==> config.mk <==
export PLATFORM = sky130hd
export DESIGN_NAME = otp_key_guard
export DESIGN_NICKNAME = d
export VERILOG_FILES = /design/src/rtl/okg_pkg.sv /design/src/rtl/okg_zero_pop.sv /design/src/rtl/okg_seq.sv /design/src/rtl/otp_key_guard.sv
export SDC_FILE = /design/constraint.sdc
export NUM_CORES = 1
export LEC_CHECK = 0
export BUFFER_PORTS_ARGS = -buffer_cell sky130_fd_sc_hd__buf_2
export CAP_MARGIN = 20
export CORE_MARGIN = 2
export CORE_UTILIZATION = 57
export DETAILED_ROUTE_END_ITERATION = 8
export HOLD_SLACK_MARGIN = 0.05
export PLACE_DENSITY = 0.95
export RECOVER_POWER = 25
export SYNTH_ARGS = -nofsm -noshare
export SYNTH_HDL_FRONTEND = slang
export SYNTH_SLANG_ARGS = --single-unit
export TNS_END_PERCENT = 10
==> constraint.sdc <==
create_clock -name clk_i -period 5.7 [get_ports clk_i]
set_clock_uncertainty 0.1 [all_clocks]
set_input_delay 1.425 -clock clk_i [delete_from_list [all_inputs] [get_ports clk_i]]
set_output_delay 1.425 -clock clk_i [all_outputs]
set_load 0.1 [all_outputs]
==> src/rtl/okg_pkg.sv <==
package okg_pkg;

    typedef enum logic [2:0] {
        ST_KEY  = 3'd0,
        ST_CNT  = 3'd1,
        ST_EXP  = 3'd2,
        ST_DONE = 3'd3,
        ST_FAIL = 3'd4
    } okg_state_e;

endpackage

==> src/rtl/okg_zero_pop.sv <==
module okg_zero_pop #(
    parameter int WORD_W = 32,
    localparam int ZW = $clog2(WORD_W + 1)
) (
    input  logic [WORD_W-1:0] word_i,
    output logic [ZW-1:0]     zeros_o
);

    always_comb begin
        zeros_o = '0;
        for (int b = 0; b < WORD_W; b++) begin
            zeros_o = zeros_o + ZW'(~word_i[b]);
        end
    end

endmodule

==> src/rtl/okg_seq.sv <==
module okg_seq
    import okg_pkg::*;
#(
    parameter int NUM_SLOTS = 8,
    parameter int WORD_W    = 32,
    parameter int KEY_W     = 256,
    localparam int WORDS    = KEY_W / WORD_W,
    localparam int STRIDE   = WORDS + 1,
    localparam int CNT_W    = $clog2(KEY_W + 1),
    localparam int ZW       = $clog2(WORD_W + 1),
    localparam int SLOT_W   = (NUM_SLOTS > 1) ? $clog2(NUM_SLOTS) : 1,
    localparam int WIDX_W   = (WORDS > 1) ? $clog2(WORDS) : 1,
    localparam int ADDR_W   = $clog2(NUM_SLOTS * STRIDE)
) (
    input  logic              clk_i,
    input  logic              rst_ni,
    input  logic [ZW-1:0]     zeros_i,
    input  logic [CNT_W-1:0]  stored_cnt_i,
    input  logic              exp_ready_i,
    output logic [ADDR_W-1:0] addr_o,
    output logic              exp_valid_o,
    output logic [SLOT_W-1:0] exp_slot_o,
    output logic [WIDX_W-1:0] exp_word_o,
    output logic              done_o,
    output logic              error_o
);

    localparam logic [SLOT_W-1:0] LAST_SLOT = SLOT_W'(NUM_SLOTS - 1);
    localparam logic [WIDX_W-1:0] LAST_WORD = WIDX_W'(WORDS - 1);

    typedef struct packed {
        okg_state_e        st;
        logic [SLOT_W-1:0] slot;
        logic [WIDX_W-1:0] word;
        logic [CNT_W-1:0]  acc;
    } seq_t;

    seq_t q, d;

    // next-state computation
    always_comb begin
        d = q;
        unique case (q.st)
            ST_KEY: begin
                d.acc = q.acc + CNT_W'(zeros_i);
                if (q.word == LAST_WORD) begin
                    d.st   = ST_CNT;
                    d.word = '0;
                end else begin
                    d.word = q.word + 1'b1;
                end
            end
            ST_CNT: begin
                if (q.acc != stored_cnt_i) begin
                    d.st = ST_FAIL;
                end else begin
                    d.acc = '0;
                    if (q.slot == LAST_SLOT) begin
                        d.st   = ST_EXP;
                        d.slot = '0;
                        d.word = '0;
                    end else begin
                        d.st   = ST_KEY;
                        d.slot = q.slot + 1'b1;
                    end
                end
            end
            ST_EXP: begin
                if (exp_ready_i) begin
                    if (q.word == LAST_WORD) begin
                        d.word = '0;
                        if (q.slot == LAST_SLOT) begin
                            d.st = ST_DONE;
                        end else begin
                            d.slot = q.slot + 1'b1;
                        end
                    end else begin
                        d.word = q.word + 1'b1;
                    end
                end
            end
            default: d = q;
        endcase
    end

    always_ff @(posedge clk_i or negedge rst_ni) begin
        if (!rst_ni) begin
            q <= '{st: ST_KEY, slot: '0, word: '0, acc: '0};
        end else begin
            q <= d;
        end
    end

    // array address: key words, then the count word of the slot
    logic [ADDR_W-1:0] widx_addr;
    always_comb begin
        widx_addr = (q.st == ST_CNT) ? ADDR_W'(WORDS) : ADDR_W'(q.word);
        addr_o    = ADDR_W'(ADDR_W'(q.slot) * ADDR_W'(STRIDE) + widx_addr);
    end

    assign exp_valid_o = (q.st == ST_EXP);
    assign exp_slot_o  = q.slot;
    assign exp_word_o  = q.word;
    assign done_o      = (q.st == ST_DONE) || (q.st == ST_FAIL);
    assign error_o     = (q.st == ST_FAIL);

endmodule

==> src/rtl/otp_key_guard.sv <==
module otp_key_guard #(
    parameter int NUM_SLOTS = 8,
    parameter int WORD_W    = 32,
    parameter int KEY_W     = 256,
    localparam int WORDS    = KEY_W / WORD_W,
    localparam int STRIDE   = WORDS + 1,
    localparam int CNT_W    = $clog2(KEY_W + 1),
    localparam int ZW       = $clog2(WORD_W + 1),
    localparam int SLOT_W   = (NUM_SLOTS > 1) ? $clog2(NUM_SLOTS) : 1,
    localparam int WIDX_W   = (WORDS > 1) ? $clog2(WORDS) : 1,
    localparam int ADDR_W   = $clog2(NUM_SLOTS * STRIDE)
) (
    input  logic              clk_i,
    input  logic              rst_ni,
    output logic [ADDR_W-1:0] otp_addr,
    input  logic [WORD_W-1:0] otp_rdata,
    output logic              exp_valid,
    input  logic              exp_ready,
    output logic [WORD_W-1:0] exp_data,
    output logic [SLOT_W-1:0] exp_slot,
    output logic [WIDX_W-1:0] exp_word,
    output logic              done,
    output logic              integrity_error
);

    logic [ZW-1:0] zeros;

    okg_zero_pop #(.WORD_W(WORD_W)) pop_i (
        .word_i  (otp_rdata),
        .zeros_o (zeros)
    );

    okg_seq #(
        .NUM_SLOTS (NUM_SLOTS),
        .WORD_W    (WORD_W),
        .KEY_W     (KEY_W)
    ) seq_i (
        .clk_i        (clk_i),
        .rst_ni       (rst_ni),
        .zeros_i      (zeros),
        .stored_cnt_i (otp_rdata[CNT_W-1:0]),
        .exp_ready_i  (exp_ready),
        .addr_o       (otp_addr),
        .exp_valid_o  (exp_valid),
        .exp_slot_o   (exp_slot),
        .exp_word_o   (exp_word),
        .done_o       (done),
        .error_o      (integrity_error)
    );

    // export words come straight from the private array read path
    assign exp_data = otp_rdata;

endmodule

==> impl_metrics.json <==
{
  "reg2reg_from": "seq_i.q[0]$_DFFE_PN0P_",
  "grt_pass1_wl_mm": 9.811,
  "status": "finished, violations left",
  "vias_per_cell": 5.499,
  "synth-seq-cells": 18,
  "cp.arrival_ns": 6.70,
  "antennaDiodeCount": 0,
  "routed-via-count": 2183,
  "netlist_area_um2": 2605,
  "holdCritPathClass": "flip-flop to flip-flop",
  "hold_violations": 0,
  "grt_use_total_pct": 24.83,
  "nNetsFinal": 432,
  "fp-row-count": 24,
  "clock_latency_ns": 0.27,
  "grt_overflow_total": 0,
  "period_needed_ns": 6.614,
  "syn_inst": 281,
  "synth_seq_area_share_pct": 17.29,
  "setup_ws_ns": -0.9138,
  "synth_nets": 367,
  "fin_crit_sh_pct": 116.0,
  "path_max_fanout": 3,
  "grt_max_degree": 19,
  "crit_path_end_kind": "flip-flop",
  "ys_warn_count": 0,
  "rsz0062_at_grt": "true",
  "wire_per_inst_um": 15.55,
  "synth-async-reset-ratio_pct": 100.0,
  "core-area_um2": 4384,
  "r2r-end": "seq_i.q[8]$_DFFE_PN0P_",
  "antenna_found_initial": 0,
  "antenna_left": 0,
  "synth_area_leaders": "fa_1, dfrtp_1, ha_1",
  "die_y_um": 71.61,
  "synth_edf_count": 0,
  "holdPathStages": 1,
  "setup_violations": 8,
  "criticalPathCategory": "input pin to flip-flop",
  "rr_worst_depth": 9,
  "syn_avg_cell_area_um2": 9.270,
  "reg2reg_slack_ns": 3.52,
  "path_clk_slew_ns": 0.07,
  "portBuffers": 82,
  "grt_pass1_vias": 2120,
  "synth_top_area_share_pct": 19.98,
  "dieArea_um2": 5127,
  "maxCapViolations": 0,
  "clockBufferDepth": 2,
  "dp.cells": 390,
  "tritoncts": "built",
  "hp-start": "seq_i.exp_word_o[1]$_DFFE_PN0P_",
  "violations": "setup timing",
  "area_growth_pct": 17.00,
  "fin_worst_hold_slack_ns": 0.4640,
  "setup_tns_ns": -5.372,
  "slew_headroom_pct": 33.84,
  "yosysTopAreaCell": "fa_1",
  "synth_common_cells": "inv_1, buf_4, fa_1",
  "ys_types": 43,
  "synth_top_flop_cell": "dfrtp_1",
  "htreeDepth": 1,
  "cts_hold_buf": 0,
  "cts_sinks": 18,
  "first_iter_violations": 97,
  "holdPathEnd": "seq_i.exp_word_o[1]$_DFFE_PN0P_",
  "gp_congestion": 0.8312,
  "final_max_slew_viol_count": 0,
  "cts_buffers": 3,
  "dr.pass1.iters": 4,
  "io_pins": 83,
  "final_cells": 397,
  "wirelength_mm": 6.173,
  "start_kind": "input pin",
  "cts.root.buffer_cell": "clkbuf_8",
  "start_util_pct": 59.42,
  "timing.fmax_ghz": 0.1512,
  "die-width_um": 71.61,
  "worst_pin_slew_ns": 0.9924,
  "drive_above_1_share_pct": 38.26,
  "yosys.cell_count.top_type": "inv_1",
  "worstPathRequired_ns": 5.78,
  "hpwl_mm": 5.015,
  "drcViolationCount": 0
}
timing repair:
action | 4_1_cts | 5_1_grt
setup buffers | 1 | 2
gates resized for setup | 8 | 3
endpoints found under the setup margin | 8 | 8
pin swaps | 11 | 3
through the flow:
step           worst slack [ns]  util [%]  cell area, um2
2_1_floorplan           -0.8646         -            2634
3_3_place_gp             -1.082     66.72            2925
3_5_place_dp             -1.325     66.72            2925
4_1_cts                 -0.8781     68.98            3024
5_1_grt                  -1.094     69.52            3048
6_report                -0.9138     69.52            3048
placed cells by master, fill, tap and decap left out, types with 2 or more instances in the layout:
master	n
o21ai_0	7
clkbuf_8	4
and2_1	3
xor2_1	3
a21oi_2	3
nand2b_1	2
o22ai_1	3
ha_4	2
nand2_1	15
buf_2	81
nor3b_1	5
xnor2_1	15
dfrtp_1	18
mux2i_1	3
inv_1	50
ha_1	22
o21a_1	3
nand3_1	4
a31oi_1	2
fa_2	5
fa_1	21
buf_4	20
a211o_1	2
nor2_1	7
a21o_1	5
nor2b_1	4
mux2_2	3
a21oi_1	7
nor3_1	2
registers in the layout, summed over array words and instances, names as in the netlist:
register	flops
seq_i.exp_slot_o	3
seq_i.exp_word_o	3
seq_i.q	12
per-layer routing:
metal	wire length (um)	up-vias	global-route usage (%)	share of wire, %
met2	3337	98	44.55	54
met1	2203	1051	28.56	36
met5	0	-	0	0
met3	392	27	4.079	6.4
li1	-	1007	-	-
met4	240	0	12.16	3.9
final cells by class:
cell class / count / area (um2)
Multi-Input combinational cell: 170 / 1727
Fill cell: 315 / 1336
Timing Repair Buffer: 102 / 559.3
Sequential cell: 18 / 450.4
Inverter: 51 / 191.4
Tap cell: 52 / 65.06
Clock buffer: 4 / 55.05
worst max-delay path, stage by stage:
cell     delay, ns
buf_2         0.09
inv_1         0.05
fa_1          0.50
fa_1          0.51
inv_1         0.05
fa_1          0.50
inv_2         0.04
fa_2          0.53
fa_1          0.42
fa_1          0.51
ha_2          0.18
inv_1         0.05
fa_2          0.34
inv_1         0.07
a21o_1        0.12
a21oi_1       0.08
xnor2_1       0.14
ha_1          0.33
buf_4         0.12
o21ai_0       0.08
buf_4         0.16
a211o_1       0.28
a31oi_1       0.13
how the worst max path moves through the flow:
stage	startpoint	to	slack (ns)	cells past startpoint
after floorplan	otp_rdata[27]	seq_i.q[7]$_DFFE_PN0P_	-0.86	22
final	otp_rdata[27]	seq_i.q[8]$_DFFE_PN0P_	-0.91	23
after CTS	otp_rdata[23]	seq_i.q[7]$_DFFE_PN0P_	-0.88	23
after global routing	otp_rdata[27]	seq_i.q[7]$_DFFE_PN0P_	-1.09	23
after global placement	otp_rdata[27]	seq_i.q[7]$_DFFE_PN0P_	-1.08	23
after detailed placement	otp_rdata[27]	seq_i.q[5]$_DFFE_PN0P_	-1.32	20
kinds of logic after synthesis:
group,share of synthesized area [%]
buf+inv,19.31
flops,17.29
xor+xnor,6.052
simple gates,11.91
fa+ha+maj,31.99
compound gates,11.00
mux,2.450
Power is left out: the tool's default activity adds up to more than one toggle a clock period on the data nets, which glitch-free logic cannot reach.
